### config.mk
export PLATFORM = sky130hd
export DESIGN_NAME = icsr_exc_check
export DESIGN_NICKNAME = d
export VERILOG_FILES = /design/src/rtl/icsr_pkg.sv /design/src/rtl/icsr_sel_class.sv /design/src/rtl/icsr_win_rules.sv /design/src/rtl/icsr_exc_check.sv
export SDC_FILE = /design/constraint.sdc
export NUM_CORES = 1
export LEC_CHECK = 0
export CORE_UTILIZATION = 32
export CTS_BUF_LIST = sky130_fd_sc_hd__clkbuf_4 sky130_fd_sc_hd__clkbuf_8
export DETAILED_ROUTE_END_ITERATION = 10
export PLACE_DENSITY_LB_ADDON = 0.05
export SLEW_MARGIN = 20
export SYNTH_ARGS = -nofsm -noshare
export SYNTH_HDL_FRONTEND = slang
export SYNTH_HIERARCHICAL = 1
export SYNTH_SLANG_ARGS = --single-unit
### constraint.sdc
create_clock -name clk -period 2.4 [get_ports clk]
set_input_delay 0.36 -clock clk [delete_from_list [all_inputs] [get_ports clk]]
set_output_delay 0.36 -clock clk [all_outputs]
set_load 0.1 [all_outputs]
### src/rtl/icsr_pkg.sv
package icsr_pkg;

    typedef enum logic [1:0] {
        VERD_NONE = 2'b00,
        VERD_ILL  = 2'b01,
        VERD_VI   = 2'b10
    } verdict_e;

    typedef enum logic [1:0] {
        WIN_NONE = 2'b00,
        WIN_MACH = 2'b01,
        WIN_SUP  = 2'b10,
        WIN_VSUP = 2'b11
    } win_e;

    localparam logic [1:0] PRIV_S = 2'b01;

    typedef struct packed {
        logic rsv;     // reserved value
        logic prio;    // 0x30..0x3F
        logic ext;     // 0x70..0xFF
        logic ext_hi;  // 0x80..0xFF
        logic odd;
    } sel_class_t;

    typedef struct packed {
        logic     vld;
        verdict_e verdict;
    } rsp_t;

endpackage

### src/rtl/icsr_sel_class.sv
module icsr_sel_class
    import icsr_pkg::*;
#(
    parameter int SEL_W = 12
) (
    input  logic [SEL_W-1:0] sel,
    output sel_class_t       cls
);
    localparam logic [SEL_W-1:0] PRIO_LO = SEL_W'(12'h030);
    localparam logic [SEL_W-1:0] PRIO_HI = SEL_W'(12'h03F);
    localparam logic [SEL_W-1:0] RSV2_HI = SEL_W'(12'h06F);
    localparam logic [SEL_W-1:0] EXT_LO  = SEL_W'(12'h070);
    localparam logic [SEL_W-1:0] EXTH_LO = SEL_W'(12'h080);
    localparam logic [SEL_W-1:0] EXT_HI  = SEL_W'(12'h0FF);

    always_comb begin
        cls.prio   = (sel >= PRIO_LO) && (sel <= PRIO_HI);
        cls.ext    = (sel >= EXT_LO)  && (sel <= EXT_HI);
        cls.ext_hi = (sel >= EXTH_LO) && (sel <= EXT_HI);
        cls.odd    = sel[0];
        cls.rsv    = (sel < PRIO_LO) || ((sel > PRIO_HI) && (sel <= RSV2_HI)) || (sel > EXT_HI);
    end
endmodule

### src/rtl/icsr_win_rules.sv
module icsr_win_rules
    import icsr_pkg::*;
(
    input  win_e       win,
    input  logic       virt,
    input  logic [1:0] priv,
    input  sel_class_t mcls,
    input  sel_class_t scls,
    input  sel_class_t vcls,
    input  logic       guest_bad,
    input  logic       sext_en,
    output verdict_e   verdict
);
    sel_class_t c;
    logic       odd_hi;
    logic       ext_fault;

    always_comb begin
        unique case (win)
            WIN_MACH: c = mcls;
            WIN_SUP:  c = virt ? vcls : scls;
            default:  c = vcls;
        endcase
        odd_hi    = c.ext_hi && c.odd;
        ext_fault = c.ext && (guest_bad || odd_hi);

        verdict = VERD_NONE;
        unique case (win)
            WIN_MACH: begin
                if (c.rsv || (c.prio && c.odd) || odd_hi) verdict = VERD_ILL;
            end
            WIN_SUP: begin
                if (c.rsv) verdict = VERD_ILL;
                else if (virt) begin
                    if (c.prio || ext_fault) verdict = VERD_VI;
                end else if ((c.prio && c.odd) || odd_hi ||
                             (c.ext && (priv == PRIV_S) && sext_en)) begin
                    verdict = VERD_ILL;
                end
            end
            WIN_VSUP: begin
                if (c.rsv || c.prio || ext_fault) verdict = VERD_ILL;
            end
            default: verdict = VERD_NONE;
        endcase
    end
endmodule

### src/rtl/icsr_exc_check.sv
module icsr_exc_check
    import icsr_pkg::*;
#(
    parameter int SEL_W     = 12,
    parameter int GUEST_W   = 6,
    parameter int GUEST_CNT = 5
) (
    input  logic               clk,
    input  logic               rst_n,
    input  logic               req_valid,
    input  logic [1:0]         req_win,
    input  logic               req_virt,
    input  logic [1:0]         cur_priv,
    input  logic [SEL_W-1:0]   msel,
    input  logic [SEL_W-1:0]   ssel,
    input  logic [SEL_W-1:0]   vssel,
    input  logic [GUEST_W-1:0] guest_num,
    input  logic               sext_virt_en,
    input  logic               base_ill,
    input  logic               base_vi,
    output logic               rsp_valid,
    output logic [1:0]         rsp_verdict
);
    localparam int NUM_SEL = 3;
    localparam logic [GUEST_W-1:0] GUEST_LIM = GUEST_W'(GUEST_CNT);

    logic [SEL_W-1:0] sel_arr [NUM_SEL];
    sel_class_t       cls_arr [NUM_SEL];

    assign sel_arr[0] = msel;
    assign sel_arr[1] = ssel;
    assign sel_arr[2] = vssel;

    for (genvar gi = 0; gi < NUM_SEL; gi++) begin : g_cls
        icsr_sel_class #(.SEL_W(SEL_W)) u_cls (
            .sel (sel_arr[gi]),
            .cls (cls_arr[gi])
        );
    end

    logic     guest_bad;
    verdict_e ind_verdict;

    assign guest_bad = (guest_num == '0) || (guest_num > GUEST_LIM);

    icsr_win_rules u_rules (
        .win       (win_e'(req_win)),
        .virt      (req_virt),
        .priv      (cur_priv),
        .mcls      (cls_arr[0]),
        .scls      (cls_arr[1]),
        .vcls      (cls_arr[2]),
        .guest_bad (guest_bad),
        .sext_en   (sext_virt_en),
        .verdict   (ind_verdict)
    );

    rsp_t rsp_d, rsp_q;

    always_comb begin
        rsp_d.vld     = req_valid;
        rsp_d.verdict = VERD_NONE;
        if (req_valid) begin
            if (base_ill)                      rsp_d.verdict = VERD_ILL;
            else if (base_vi)                  rsp_d.verdict = VERD_VI;
            else if (win_e'(req_win) != WIN_NONE) rsp_d.verdict = ind_verdict;
        end
    end

    always_ff @(posedge clk) begin
        if (!rst_n) begin
            rsp_q <= '{vld: 1'b0, verdict: VERD_NONE};
        end else begin
            rsp_q <= rsp_d;
        end
    end

    assign rsp_valid   = rsp_q.vld;
    assign rsp_verdict = rsp_q.verdict;

    assert_idle_none_R2: assert property (@(posedge clk) disable iff (!rst_n)
        !rsp_valid |-> rsp_verdict == 2'b00);
    assert_code_legal_R2: assert property (@(posedge clk) disable iff (!rst_n)
        rsp_verdict != 2'b11);
    assert_base_ill_wins_R3: assert property (@(posedge clk) disable iff (!rst_n)
        req_valid && base_ill |=> rsp_verdict == 2'b01);
    assert_base_vi_next_R4: assert property (@(posedge clk) disable iff (!rst_n)
        req_valid && !base_ill && base_vi |=> rsp_verdict == 2'b10);
    assert_no_window_R5: assert property (@(posedge clk) disable iff (!rst_n)
        req_valid && !base_ill && !base_vi && req_win == 2'b00 |=> rsp_verdict == 2'b00);
    assert_high_rsv_R6: assert property (@(posedge clk) disable iff (!rst_n)
        req_valid && !base_ill && !base_vi && req_win == 2'b01 && msel > 12'h0FF
        |=> rsp_verdict == 2'b01);
    assert_vsup_no_vi_R10: assert property (@(posedge clk) disable iff (!rst_n)
        req_valid && !base_ill && !base_vi && req_win == 2'b11 |=> rsp_verdict != 2'b10);
endmodule

Word-level counts from Yosys, hierarchy flattened
Index checks and enable logic that the tools add are counted.

Register bits after elaboration: 3. Input bits: 53. Output and inout bits: 3. Word-level logic and storage cells: 85.

Order comparisons: 28. Equality and inequality tests: 4. Muxes and demuxes: 12. Bitwise logic cells: 2. Reductions and logical operators: 36.

Operator list (count): $ge A12 B6 Y1 const B (3); $ge A12 B7 Y1 const B (3); $ge A12 B8 Y1 const B (3); $gt A12 B6 Y1 const B (3); $gt A12 B8 Y1 const B (3); $le A12 B6 Y1 const B (3); $le A12 B7 Y1 const B (3); $le A12 B8 Y1 const B (3); $lt A12 B6 Y1 const B (3); $logic_and A1 B1 Y1 (17); $logic_or A1 B1 Y1 (15); $mux W2 (5); $pmux W5 S2 (1); $gt A6 B3 Y1 const B (1); $logic_not A6 Y1 (1); $pmux W2 S3 (1); $mux W5 (1); $eq A2 B1 Y1 const B (2); $eq A2 B2 Y1 const B (2); $mux W1 (4); $reduce_or A3 Y1 (1); $not A1 Y1 (2); $reduce_and A2 Y1 (1); $reduce_bool A2 Y1 (1).

Longest topological paths before layout
Gate-level depths: netlist of run 1.

Word-level depth: 17. Depth in mapped cells: 9. Gate-level depth less buffers: 9.

Modules after synthesis
The synthesis of run 1 kept the hierarchy.

By module, submodules not included: icsr_win_rules (times used 1, cells an instance 45, area each 292.8 µm², seq. area each 0.0 µm²); icsr_sel_class (times used 3, cells an instance 9, area each 76.3 µm², seq. area each 0.0 µm²); icsr_exc_check (times used 1, cells an instance 15, area each 116.4 µm², seq. area each 60.1 µm²).

Least setup slack after synthesis of run 1
No wires, ideal clock.

Path type: input to register. Start point: input port ssel[11]. End point: register rsp_q, in the netlist rsp_verdict[1]. Setup time: 0.078 ns. Arrival: 1.926 ns. Required time: 2.322 ns. Setup slack: 0.397 ns. Stages: 8. Path buffers: 0. Cell sequence: or4_4 nor4b_4 nand2_1 o211ai_1 a211oi_1 nor4_1 a21oi_1 nor3_1.

RTL lines: start: declaration (RTL line icsr_exc_check.sv:15) `input logic [SEL_W-1:0] ssel,`; end signal: assignment (RTL line icsr_exc_check.sv:72) `rsp_q <= '{vld: 1'b0, verdict: VERD_NONE};`; end signal: assignment (RTL line icsr_exc_check.sv:74) `rsp_q <= rsp_d;`; end: declaration (RTL line icsr_exc_check.sv:58) `rsp_t rsp_d, rsp_q;`.

==> results of run 1 <==
where the power goes:
part / switching [mW] / internal (mW)
sequential: 0.000465 / 0.0522
clock: 0.0298 / 0.0738
combinational: 0.0730 / 0.0964
total: 0.103 / 0.222
timing repair:
action,CTS,global route
hold endpoints to repair,0,0
hold buffers,0,0
setup endpoints to repair,0,2
resized for setup,0,18
synthesized netlist by cell type, drive strengths merged:
master	number	area share
or2	1	0.0098
or4	3	0.053
nand2	8	0.047
nor4b	3	0.11
a32oi	3	0.041
ha	4	0.078
a21oi	3	0.024
o21ai	7	0.055
o211ai	5	0.059
a31oi	4	0.039
dfxtp	3	0.094
a211oi	1	0.012
nand3b	1	0.012
nand4b	2	0.027
nor3	3	0.024
nand3	4	0.031
o311ai	1	0.014
buf	4	0.047
nor4	4	0.039
nor2	7	0.041
inv	5	0.029
nand2b	4	0.039
and2	7	0.073
worst max-delay path, cell delays in order:
cell and delay [ns]:
clkdlybuf4s50_1 0.42, or4_4 0.46, nor4b_4 0.27, a32oi_1 0.13, o211ai_1 0.19, nor2_2 0.09, nor4_2 0.22, a21oi_1 0.10
nor3_1 0.19
cells in the final DEF (no fill, tap or decap):
cell type         n
o21ai_1           2
and2_4            1
buf_4             8
nand2_1           8
clkbuf_4          4
nand3b_1          1
or4_4             3
nand4b_1          2
nor2_2            1
o21ai_0           5
inv_1             5
dfxtp_1           3
and2_1            6
nor4_1            2
dlymetal6s2s_1   10
a32oi_1           3
nor2_1            6
nor4_2            2
o311ai_2          1
ha_4              1
nand3_1           4
clkdlybuf4s50_1  33
or2_1             1
o211ai_1          5
nand2b_1          4
nor3_1            3
nor4b_4           3
a211oi_2          1
ha_1              3
a31oi_1           4
a21oi_1           3
per-layer routing:
layer,up-vias,global-route usage
met1,364,0.209
met2,38,0.311
li1,433,-
met5,-,0
met4,0,0.0514
met3,0,0.0196
flip-flops by register name, summed over array words and instances, names as in the netlist:
signal / count
rsp_verdict: 2
rsp_valid: 1
cell families (layout without fill, tap and decap cells):
family          after synthesis  after routing  share of synthesized area
compound gates               24             24                      0.243
fa+ha+maj                     4              4                     0.0784
simple gates                 47             47                      0.508
flops                         3              3                     0.0941
buf+inv                       9             60                     0.0765
cell type report:
cell class	instances	area share
clock buffer	4	0.0245
inverter	5	0.0153
multi-input combinational	75	0.465
sequential	3	0.0490
tap	25	0.0255
timing repair buffer	51	0.421
worst paths after layout:
kind                  slack [ns]     start  cells past startpoint              to
worst max-delay path        0.13  msel[11]                      9  rsp_verdict[1]
worst min-delay path        0.69  base_ill                      2  rsp_verdict[1]
stage by stage:
step           instance area (µm²)  setup TNS [ns]  utilization  setup WS, ns
4_1_cts                       1160               0        0.644       0.00485
2_1_floorplan                  638               0            -         0.397
3_3_place_gp                  1130          -0.412        0.627        -0.237
6_report                      1220               0        0.680         0.134
3_5_place_dp                  1130          -0.436        0.627        -0.245
5_1_grt                       1220               0        0.680       0.00160
==> results.sh, run 1 <==
export IMPL_core_um2=1800
export IMPL_via_count=835
export IMPL_synth_warnings=6
export IMPL_cp_arrival_ns=2.42
export IMPL_fp_row_count=15
export IMPL_dieArea_um2=2180
export IMPL_grt_pass1_vias=700
export IMPL_hold_violations=0
export IMPL_synth_nets=144
export IMPL_start_util=0.354
export IMPL_cts_tree="done"
export IMPL_antenna_found_initial=0
export IMPL_numCtsBuffers=3
export IMPL_area_growth_synth_to_final_pct=92.0
export IMPL_total_power_mw=0.326
export IMPL_nets=196
export IMPL_synthCells=87
export IMPL_clockBufferDepth=2
export IMPL_ys_types=25
export IMPL_die_h_um=46.7
export IMPL_worst_pin_slew_ns=0.330
export IMPL_whs_ns=0.694
export IMPL_ys_seq_elements=3
export IMPL_cap_violations=0
export IMPL_rsz0062_at_grt="no"
export IMPL_place_gp_congestion=0.740
export IMPL_top_layer="met3"
export IMPL_crit_path_start_kind="input port"
export IMPL_cp_required_ns=2.55
export IMPL_period_share=0.944
export IMPL_postCtsSetupRepairBufs=0
export IMPL_min_period_ns=2.27
export IMPL_grt_usage=0.172
export IMPL_cp_end_kind="flop"
export IMPL_wl_met1_um=790
export IMPL_hp_class="input port to flop"
export IMPL_multi_input_area_um2=569
export IMPL_die_w_um=46.7
export IMPL_p_leak_nw=0.521
export IMPL_met2WireLength_um=909
export IMPL_antenna_cells=0
export IMPL_numPortBuffers=46
export IMPL_maxSlewViolCount=0
export IMPL_setup_violations_final=0
export IMPL_gr_total_overflow=0
export IMPL_critical_path_max_fanout=3
export IMPL_drt_iter0_markers=21
export IMPL_vias_per_cell=5.12
export IMPL_synth_seq_area_share=0.0941
export IMPL_drc=0
export IMPL_clk_pin_slew_ns=0.04
export IMPL_grt_pass1_wl_um=2740
export IMPL_clock_sinks=3
export IMPL_routedWlPerCell_um=11.4
export IMPL_outcome="finished, final reports clean"
export IMPL_met3_length_um=152
export IMPL_fillerInstances=157
export IMPL_wl_um=1850
export IMPL_peakVddDrop_v=0.000192
export IMPL_crit_type="input port to flop"
export IMPL_seq_area_um2=60.1
export IMPL_drive_above_1_share=0.181
export IMPL_hpwl_um=1530
export IMPL_grt_max_degree=9
export IMPL_relSlewSlack=0.779
export IMPL_placedCellCount=159
export IMPL_h_tree_depth=1
export IMPL_final_cells=163
export IMPL_top_level_ports=56
export IMPL_ant_nets=0
export IMPL_synth_avg_cell_area_um2=7.33
export IMPL_max_clock_freq_ghz=0.441
export IMPL_p_per_area_nw_per_um2=266
export IMPL_root_buffer="clkbuf_4"
export IMPL_syn_area_um2=638
export IMPL_dr_pass1_iters=4
Power figures use the tool's default switching activity.
==> run 2: changes to the inputs <==
--- a/config.mk
+++ b/config.mk
@@ -9,7 +9,6 @@
 export CTS_BUF_LIST = sky130_fd_sc_hd__clkbuf_4 sky130_fd_sc_hd__clkbuf_8
 export DETAILED_ROUTE_END_ITERATION = 10
 export PLACE_DENSITY_LB_ADDON = 0.05
-export SLEW_MARGIN = 20
 export SYNTH_ARGS = -nofsm -noshare
 export SYNTH_HDL_FRONTEND = slang
 export SYNTH_HIERARCHICAL = 1
==> results of run 2 <==
No change in the layout: final DEF, timing and power equal those of run 1.
